$ cat src/rtl/sdram_single_rd.sv
module sdram_single_rd #(
  parameter int BANK_W    = 2,
  parameter int ROW_W     = 13,
  parameter int COL_W     = 10,
  parameter int DATA_W    = 64,
  parameter int CAS_LAT   = 3,
  parameter int BURST_LEN = 4,
  parameter int PRE_CYC   = 3,
  parameter int AP_BIT    = 10,
  parameter bit PRE_ALL   = 1'b0,
  localparam int ADDR_W   = BANK_W + ROW_W + COL_W,
  localparam int DQM_W    = DATA_W / 8
) (
  input  logic              clk,
  input  logic              rst_n,
  input  logic              req_i,
  input  logic [ADDR_W-1:0] addr_i,
  output logic              rdy_o,
  output logic [DATA_W-1:0] rdata_o,
  output logic              cap_o,
  output logic              cke_o,
  output logic              cs_n_o,
  output logic              ras_n_o,
  output logic              cas_n_o,
  output logic              we_n_o,
  output logic [BANK_W-1:0] ba_o,
  output logic [ROW_W-1:0]  a_o,
  output logic [DQM_W-1:0]  dqm_o,
  input  logic [DATA_W-1:0] dq_i
);
  localparam int CNT_W = $clog2(CAS_LAT + BURST_LEN + PRE_CYC + 1);
  localparam logic [3:0] C_NOP = 4'b0111, C_ACT = 4'b0011,
                         C_RD  = 4'b0101, C_PRE = 4'b0010;

  typedef enum logic [2:0] {S_IDLE, S_ACT, S_RWT, S_CAS, S_DAT, S_PRE} st_t;

  st_t st;
  logic [CNT_W-1:0]  cnt;
  logic [BANK_W-1:0] bank_q;
  logic [ROW_W-1:0]  row_q;
  logic [COL_W-1:0]  col_q;
  logic [3:0]        cmd;
  logic              first;

  assign first = (cnt == '0);

  always_ff @(posedge clk) begin
    if (!rst_n) begin
      st      <= S_IDLE;
      cnt     <= '0;
      bank_q  <= '0;
      row_q   <= '0;
      col_q   <= '0;
      rdata_o <= '0;
      rdy_o   <= 1'b0;
    end else begin
      rdy_o <= (st == S_DAT) && first;
      case (st)
        S_IDLE: if (req_i) begin
          {bank_q, row_q, col_q} <= addr_i;
          st <= S_ACT;
        end
        S_ACT: st <= S_RWT;
        S_RWT: begin
          st  <= S_CAS;
          cnt <= '0;
        end
        S_CAS: if (cnt == CNT_W'(CAS_LAT - 1)) begin
          st  <= S_DAT;
          cnt <= '0;
        end else cnt <= cnt + 1'b1;
        S_DAT: begin
          if (first) rdata_o <= dq_i;
          if (cnt == CNT_W'(BURST_LEN - 1)) begin
            st  <= S_PRE;
            cnt <= '0;
          end else cnt <= cnt + 1'b1;
        end
        S_PRE: if (cnt == CNT_W'(PRE_CYC - 1)) begin
          st  <= S_IDLE;
          cnt <= '0;
        end else cnt <= cnt + 1'b1;
        default: st <= S_IDLE;
      endcase
    end
  end

  always_comb begin
    cmd = C_NOP;
    a_o = '0;
    case (st)
      S_ACT: begin cmd = C_ACT; a_o = row_q; end
      S_CAS: if (first) begin cmd = C_RD; a_o = ROW_W'(col_q); end
      S_PRE: if (first) begin cmd = C_PRE; a_o = ROW_W'(PRE_ALL) << AP_BIT; end
      default: ;
    endcase
  end

  assign {cs_n_o, ras_n_o, cas_n_o, we_n_o} = cmd;
  assign ba_o  = (st == S_IDLE) ? '0 : bank_q;
  assign cap_o = (st == S_DAT) && first;
  assign dqm_o = (st == S_CAS || st == S_DAT) ? '0 : '1;
  assign cke_o = 1'b1;


  cap_single_chk: assert property (@(posedge clk) disable iff (!rst_n)
    cap_o |=> !cap_o);

  rdy_after_cap_chk: assert property (@(posedge clk) disable iff (!rst_n)
    rdy_o |-> $past(cap_o));

  act_only_from_idle_chk: assert property (@(posedge clk) disable iff (!rst_n)
    (cmd == C_ACT) |-> $past(st == S_IDLE && req_i));

  pre_then_nop_chk: assert property (@(posedge clk) disable iff (!rst_n)
    (cmd == C_PRE) |=> (cmd == C_NOP));

  act_then_nop_chk: assert property (@(posedge clk) disable iff (!rst_n)
    (cmd == C_ACT) |=> (cmd == C_NOP));

  dqm_open_on_cap_chk: assert property (@(posedge clk) disable iff (!rst_n)
    cap_o |-> (dqm_o == '0));
endmodule

$ cat config.mk
export PLATFORM = sky130hd
export DESIGN_NAME = sdram_single_rd
export DESIGN_NICKNAME = d
export VERILOG_FILES = /design/src/rtl/sdram_single_rd.sv
export SDC_FILE = /design/constraint.sdc
export NUM_CORES = 1
export LEC_CHECK = 0
export ABC_AREA = 1
export CELL_PAD_IN_SITES_DETAIL_PLACEMENT = 1
export CELL_PAD_IN_SITES_GLOBAL_PLACEMENT = 2
export CORE_MARGIN = 3
export CORE_UTILIZATION = 21
export DETAILED_ROUTE_END_ITERATION = 10
export PLACE_DENSITY_LB_ADDON = 0.1
export SYNTH_ARGS = -nofsm -noshare
export SYNTH_HDL_FRONTEND = slang
export SYNTH_SLANG_ARGS = --single-unit
$ cat constraint.sdc
create_clock -name clk -period 2.1 [get_ports clk]
set_input_delay 0.63 -clock clk [delete_from_list [all_inputs] [get_ports clk]]
set_output_delay 0.63 -clock clk [all_outputs]
set_load 0.05 [all_outputs]
==> metrics list, run 1 <==
- Routability congestion estimate: 0.7213
- Power spread over the standard cell area amounts to approximately 1500 nW/um^2.
* Die Span X: between 100 and 150 um
- Max FO, Critical Path: 5
* CTS H-Tree Depth: 3
- WS Path Type: flop to primary output
* Net count reported at finish: 768
* Cell area after synthesis: 3864 um^2
- Kind of end point of the critical path: primary output
- Multi-input gate area in the final layout: about 1700 um^2
- HPWL Detailed: just under 10 mm
- Number of CTS-inserted buffers: 9
* Routed wirelength normalized by instance count: ~15 um
- On the final layout, the worst hold slack is 0.4607 ns.
- Subtracting the final worst setup slack from the clock period gives 2.186 ns.
- Max-cap violation count: 0
- TritonCTS clock tree: yes
* Cell Count, Final, Fillers Out: between 900 and 1000
- Counting every instance in the synthesized netlist gives 499.
- Final setup violating endpoints: 10
- After clock tree synthesis, the clock-pin slew on the worst setup and hold paths is 0.07 ns.
- Share of cells above drive strength 1: 0.2426
- Between clock sinks in the finished design, the worst skew comes to about 0.011 ns.
* Data required time at the worst endpoint: 1.47 ns
- The checks that failed: negative setup slack.
- Number of buffers on the longest clock path: 2
- Summed over all layers, the global routing overflow is 0.
- The number of antenna diodes in the final layout is 0.
* Global-route wire length before repair: roughly 22 mm
* Summed negative setup slack over all endpoints: -0.7439 ns
- Counting the fill cells in the layout gives between 2000 and 2500.
* Effective utilization at floorplan: 0.2188
- For this run, the share of the core covered by cells in the final layout is 0.3697.
* Clk root buf: sky130_fd_sc_hd__clkbuf_16
- Nets in the synthesized netlist: a little under 600
- Vias per Instance: about 4.2
* DRC marker count from the first detailed-route iteration: between 90 and 100
* Number of nets with antenna violations after routing: 0
- Total detailed-routing wirelength: 13.69 mm
- The pre-antenna-repair detailed-routing pass consisted of 4 iterations.
* Final Cell Area: between 6000 and 7000 um^2
- The via count of the first global-routing pass came to 3967.
- # placed instances: ~880
* Worst-case setup slack after placement: 0.1520 ns
* Standby leakage power: about 2.7 nW
- The count of final max-slew check failures was 0.
- Sequential-to-total area share from yosys stat: 0.5026
- Relative to the synthesized area, the layout overhead comes to 68.94%.
- After synthesis, the mean cell area works out to 7.743 um^2.
* Maximum number of pins on one net before global-route repair: 66
* Insertion delay of the later-clocked pin in the worst-skew pair: between 0.3 and 0.4 ns
* Top achievable clock speed: ~0.46 GHz
- Across every metal layer, demand over resource in global routing totals 0.1375.
- Setup ws final: -0.08643 ns
- Worst vdd ir: about 0.83 mV
- Summing over every cut layer, the via total after detailed routing is 3826.
- Yosys top cell area share: 0.5026
- The library cell used most frequently in the layout, excluding fill and tap cells, is sky130_fd_sc_hd__nor2_1.
- Die height: 141.6 um
* Number of primary I/O pins: around 190
- Row generation in the floorplan step produced 48 rows.
- The hold violation total from the final report is 0.
- Clock Sink Count: slightly below 100
- Share of the clock period used by the worst path after layout: 1.041
- Count of unique library cells instantiated by Yosys: 28
- The top cell types in the final layout, fill and taps aside, are sky130_fd_sc_hd__nor2_1 (137), sky130_fd_sc_hd__dfxtp_1 (91), sky130_fd_sc_hd__clkdlybuf4s50_1 (90).
* Startpoint Class: flop
* Hold_buf cts: 0
- Initial antenna violation count: 0
- Buffers placed on the I/O ports in this run total approximately 180.
* Placeable core region: 17660 um^2
* Arrival time of data at the critical path endpoint: roughly 1.6 ns
* Run status: finished, violations left
* Total power: just under 10 mW
- Area leader, netlist: sky130_fd_sc_hd__dfxtp_1
* Setup repair after global routing missed its margin: yes
* Path category of the worst min-delay check: flop to flop
- The synthesized design contains 97 register bits.
* Die Area: between 20000 and 25000 um^2
* Slew headroom: 0.5057
* Total cell area at the placement stage: 5972 um^2
* Drc violations: 0
* Cells taking the most area after synthesis: sky130_fd_sc_hd__dfxtp_1 (50%), sky130_fd_sc_hd__nor2_1 (14%), sky130_fd_sc_hd__o21ai_0 (6.0%), sky130_fd_sc_hd__o21ai_1 (6.0%), sky130_fd_sc_hd__inv_1 (3.7%)
* Warnings, synthesis: 0
- The sequential cells in the finished layout cover a total of 1954 um^2.
- At the pin with the least slew margin, the transition time is ~0.74 ns.
## kinds of logic after synthesis
kind of cell / after synthesis / synth area share
flip-flops: 97 / 0.5026
other: 2 / 0.001944
buffers and inverters: 80 / 0.1179
AND/OR/NAND/NOR: 184 / 0.1875
AO/OA/AOI/OAI: 130 / 0.1726
XOR/XNOR: 2 / 0.004535
adder cells (fa/ha/maj): 4 / 0.01295
## cells in the mapped netlist
cell / instances
sky130_fd_sc_hd__clkinv_2: 1
sky130_fd_sc_hd__nor2_2: 2
sky130_fd_sc_hd__nand2_1: 27
sky130_fd_sc_hd__inv_1: 38
sky130_fd_sc_hd__nor2_1: 141
sky130_fd_sc_hd__conb_1: 2
sky130_fd_sc_hd__or2_2: 1
sky130_fd_sc_hd__nand3_1: 8
sky130_fd_sc_hd__o22ai_1: 10
sky130_fd_sc_hd__buf_4: 9
sky130_fd_sc_hd__xnor2_1: 1
sky130_fd_sc_hd__inv_2: 1
sky130_fd_sc_hd__o21ai_1: 46
sky130_fd_sc_hd__buf_8: 6
sky130_fd_sc_hd__nand4_1: 2
sky130_fd_sc_hd__nor2_4: 1
sky130_fd_sc_hd__xor2_1: 1
sky130_fd_sc_hd__dfxtp_1: 97
sky130_fd_sc_hd__ha_1: 4
sky130_fd_sc_hd__clkbuf_1: 13
sky130_fd_sc_hd__a211oi_1: 1
sky130_fd_sc_hd__nor3_1: 1
sky130_fd_sc_hd__buf_2: 6
sky130_fd_sc_hd__o21ai_0: 46
sky130_fd_sc_hd__a31oi_1: 1
sky130_fd_sc_hd__nand2_2: 1
sky130_fd_sc_hd__a21oi_1: 26
sky130_fd_sc_hd__buf_6: 6
## sequential cells by signal, summed over array words and instances (netlist names)
name	cells
bank_q	2
rdy_o	1
cnt	4
st	3
rdata_o	64
col_q	10
row_q	13
## final timing paths
path | from | to | slack (ns) | depth (start not counted)
worst max-delay path | cnt[1]$_SDFFE_PN0P_ | a_o[7] | -0.09 | 8
worst min-delay path | bank_q[1]$_SDFFE_PN0P_ | bank_q[1]$_SDFFE_PN0P_ | 0.46 | 2
worst max register to register | cnt[1]$_SDFFE_PN0P_ | rdata_o[63]$_SDFFE_PN0P_ | 0.24 | 10
worst min register to register | bank_q[1]$_SDFFE_PN0P_ | bank_q[1]$_SDFFE_PN0P_ | 0.46 | 2
## final cells by class
type / count / share of cell area
Multi-Input combinational cell: 322 / 0.2557
Clock inverter: 5 / 0.01208
Timing Repair Buffer: 202 / 0.3310
Clock buffer: 10 / 0.03508
Sequential cell: 97 / 0.2994
Tap cell: 225 / 0.04313
Inverter: 40 / 0.02358
## power by group
| group | switching [mW] | internal, mW |
|---|---|---|
| Combinational | 3.54 | 1.93 |
| Clock | 0.727 | 1.04 |
| Sequential | 0.266 | 2.42 |
| Total | 4.53 | 5.38 |
## worst max-delay path, cell delays in order, from the launching register on
cell	delay, ns
sky130_fd_sc_hd__dfxtp_2	0.33
sky130_fd_sc_hd__inv_2	0.07
sky130_fd_sc_hd__ha_4	0.13
sky130_fd_sc_hd__inv_2	0.04
sky130_fd_sc_hd__nor2_4	0.10
sky130_fd_sc_hd__nand2_4	0.09
sky130_fd_sc_hd__buf_12	0.16
sky130_fd_sc_hd__o22ai_4	0.13
sky130_fd_sc_hd__buf_12	0.16
## per-layer routing
layer / up-vias / global-route usage / share of wire
met1: 1780 / 0.1654 / 0.43
met5: - / 0 / 0
met4: 0 / 0.03990 / 0.015
met2: 105 / 0.2391 / 0.50
li1: 1929 / - / -
met3: 12 / 0.03842 / 0.060
## timing repair
item	CTS	global route
setup buffers	4	2
resized for setup	42	10
endpoints found under the setup margin	29	27
pin swaps	4	1
gates cloned	1	0
Note: power is estimated with default switching activity, not from simulation.
==> run 2, diff against run 1 <==
Settings changed: CELL_PAD_IN_SITES_DETAIL_PLACEMENT 1 to unset, CELL_PAD_IN_SITES_GLOBAL_PLACEMENT 2 to unset, CORE_UTILIZATION 21 to 41, PLACE_DENSITY set to 0.81, PLACE_DENSITY_LB_ADDON 0.1 to unset.
==> metrics list, run 2 (same netlist as run 1, synthesis figures left out) <==
* Max-cap violation count: 0 (unchanged)
- The worst setup path is captured at a primary output.
* Share of cells above drive strength 1: 0.2337 (-0.008876)
- HPWL Detailed: 8.015 mm (-19%)
* Post-layout minimum cycle time: 2.272 ns (+0.08581 ns)
- Number of pins with negative max-slew slack in the final report: 0 (unchanged)
- The endpoint required time on the critical path is 1.47 ns (about the same).
- Clk root buf: sky130_fd_sc_hd__clkbuf_8
- The slack of the critical path is -0.1722 ns (-0.08581 ns).
- Final hold slack: 0.4588 ns (-0.001963 ns)
* Largest register by flop count: rdata_o
- Insertion delay of the later-clocked pin in the worst-skew pair: 0.35 ns (about the same)
- Placeable core region: 8934 um^2 (-49%)
* Share of the clock period used by the worst path after layout: 1.082 (+0.04086)
- Met3 Usage GRT: 0.04060 (+0.002173)
- The pin count of the biggest net entering global routing came to 66 (unchanged).
- The count of endpoints failing setup in the final report was 13 (+3).
* Number of buffers on the longest clock path: 2 (unchanged)
* Met1 Use GR: 0.2388 (+0.07342)
* Remaining Overflow, GRT: 0 (unchanged)
- Arrival time of data at the critical path endpoint: 1.64 ns (+0.08 ns)
- The fraction of met2 tracks used by global routing is 0.3666 (+0.1274).
* Initial DRT Pass Iterations: 4 (unchanged)
- Net count reported at finish: 767 (-0.13%)
* CTS clk-pin slew, worst paths: 0.09 ns (+0.02 ns)
- Drc violations: 0 (unchanged)
- Final worst clock skew: 0.008951 ns (-0.002401 ns)
* Path category of the worst min-delay check: flop to flop
- Top achievable clock speed: 0.4401 GHz (-3.8%)
- The run finished, with violations left.
- STA classifies the critical path startpoint as a flop.
- The number of flip-flops under the largest register name came to 64 (unchanged).
- WS Path Type: flop to primary output
* Max FO, Critical Path: 5 (unchanged)
* Summed negative setup slack over all endpoints: -1.791 ns (-1.047 ns)
- Die height: 103.1 um (-27%)
* Global-route wire length before repair: 17.22 mm (-21%)
- The width of the chip was 103.1 um (-27%).
- Standby leakage power: 2.670 nW (about the same)
- Total detailed-routing wirelength: 11.89 mm (-13%)
* Slew at the pin closest to its max-slew limit: 0.6458 ns (-0.09563 ns)
- The signal on the critical path passes through inv_2 -> ha_4 -> inv_2 -> nor2_4 -> nand2_4 -> clkbuf_16 -> o22ai_4 -> buf_12.
* Total number of vias: 3872 (+1.2%)
* Leading cell type in the layout, fill and taps excluded: sky130_fd_sc_hd__nor2_1
- Share of the core filled with cells: 0.7095 (+0.3398)
- CTS H-Tree Depth: 3 (unchanged)
* Top library cells by usage in the layout, fill and taps aside: sky130_fd_sc_hd__nor2_1 (136), sky130_fd_sc_hd__dfxtp_1 (90), sky130_fd_sc_hd__clkdlybuf4s50_1 (90)
* Setup repair after global routing missed its margin: yes
- Vias per Instance: 4.939 (+16%)
- Layout overhead on the synthesized area: 64.05%
- Routability congestion estimate: 0.8809 (+22%)
- The count of buffers inserted at the top-level ports was 183 (unchanged).
- The global-route total usage across every layer was 0.2048 (+0.06736).
- TritonCTS built the clock tree.
* Hold Fails Final Rpt: 0 (unchanged)
* Initial antenna violation count: 0 (unchanged)
- The number of antenna cells inserted is 0 (unchanged).
* Biggest cell delay along the critical path: 0.33 ns (about the same)
* DRC marker count from the first detailed-route iteration: 161 (+69%)
* Slowest cell on the critical path: sky130_fd_sc_hd__dfxtp_2
- Violated checks: negative setup slack
* Busiest layer in global routing: met2
- Number of nets with antenna violations after routing: 0 (unchanged)
- In this design, the critical path's most frequently occurring cell is sky130_fd_sc_hd__inv_2.
- The largest registers in the layout are rdata_o x64, row_q x13, col_q x10.
- The via count of the first global-routing pass came to 3600 (-9.3%).
- Slew headroom: 0.5695 (+0.06375)
- The total power came to 9.604 mW (-3.1%).
- Die Area: 10620 um^2 (-47%)
- Effective utilization at floorplan: 0.4325 (+0.2137)
- Routed wirelength normalized by instance count: 15.17 um (-0.19%)
* Total number of placement rows: 34 (-29%)
* Number of CTS-inserted buffers: 9 (unchanged)
- The I/O pin total came to 186 (unchanged).
- Clock Sink Count: 97 (unchanged)
* Worst vdd ir: 1.540 mV (+85%)
* Cell area power density: 1515 nW/um^2 (-0.22%)
## run 2: changes by cell type in the layout (fill, tap and decap cells not counted), moves of 2 or more
| cell | previous run | this run |
|---|---|---|
| sky130_fd_sc_hd__buf_4 | 75 | 64 |
| sky130_fd_sc_hd__clkbuf_8 | 0 | 10 |
| sky130_fd_sc_hd__dlygate4sd2_1 | 2 | 12 |
| sky130_fd_sc_hd__clkbuf_16 | 9 | 2 |
| sky130_fd_sc_hd__inv_4 | 1 | 3 |
## run 2: where the power goes
| group | switching (mW) | leakage [nW] | internal, mW | total, mW |
|---|---|---|---|---|
| Clock | 0.645 | 0.127 | 0.829 | 1.47 |
| Sequential | 0.280 | 0.798 | 2.42 | 2.70 |
| Combinational | 3.52 | 1.75 | 1.91 | 5.43 |
| Total | 4.45 | 2.67 | 5.16 | 9.60 |
## run 2: layout make-up
type / count / area, um^2
Fill cell: 684 / 2595
Timing Repair Buffer: 201 / 2168
Sequential cell: 97 / 1958
Multi-Input combinational cell: 322 / 1668
Inverter: 40 / 158.9
Clock buffer: 10 / 137.6
Tap cell: 108 / 135.1
Clock inverter: 6 / 112.6
## run 2: path summary, 6_finish.rpt
| check | depth (start not counted) | end | from | slack [ns] |
|---|---|---|---|---|
| worst min-delay path | 2 | col_q[2]$_SDFFE_PN0P_ | col_q[2]$_SDFFE_PN0P_ | 0.46 |
| worst min register to register | 2 | col_q[2]$_SDFFE_PN0P_ | col_q[2]$_SDFFE_PN0P_ | 0.46 |
| worst max-delay path | 8 | a_o[3] | cnt[0]$_SDFFE_PN0P_ | -0.17 |
| worst max register to register | 10 | rdata_o[28]$_SDFFE_PN0P_ | cnt[0]$_SDFFE_PN0P_ | 0.23 |
## run 2: layer usage
| layer | vias up | share of wire |
|---|---|---|
| met1 | 1730 | 0.39 |
| li1 | 1939 | - |
| met4 | 0 | 0.033 |
| met2 | 169 | 0.50 |
| met5 | - | 0 |
| met3 | 34 | 0.074 |
## run 2: critical path, delay by kind of cell (launching register included)
family | cells | cell delay (ns)
flip-flops | 1 | 0.33
AO/OA/AOI/OAI | 1 | 0.12
adder cells (fa/ha/maj) | 1 | 0.14
AND/OR/NAND/NOR | 2 | 0.25
buffers and inverters | 4 | 0.46
## run 2: per-stage QoR
step,setup WS [ns],area [um^2],std cells
floorplan,-0.1712,3931,499
finish,-0.1722,6339,784
CTS,-0.1601,6163,777
detailed placement,0.08282,5811,760
global placement,0.1141,5811,760
global route,-0.2341,6339,784
## run 2: repair_timing
item                       4_1_cts  5_1_grt
pin swaps                        2        4
hold buffers                     0        0
gates cloned                     0        2
resized for setup               40       30
buffers inserted                 1        5
setup endpoints to repair       37       27
==> run 3, diff against run 2 <==
Settings changed: CAP_MARGIN set to 20.
==> results of run 3 <==
No change in the layout: final DEF, timing and power equal those of run 2.
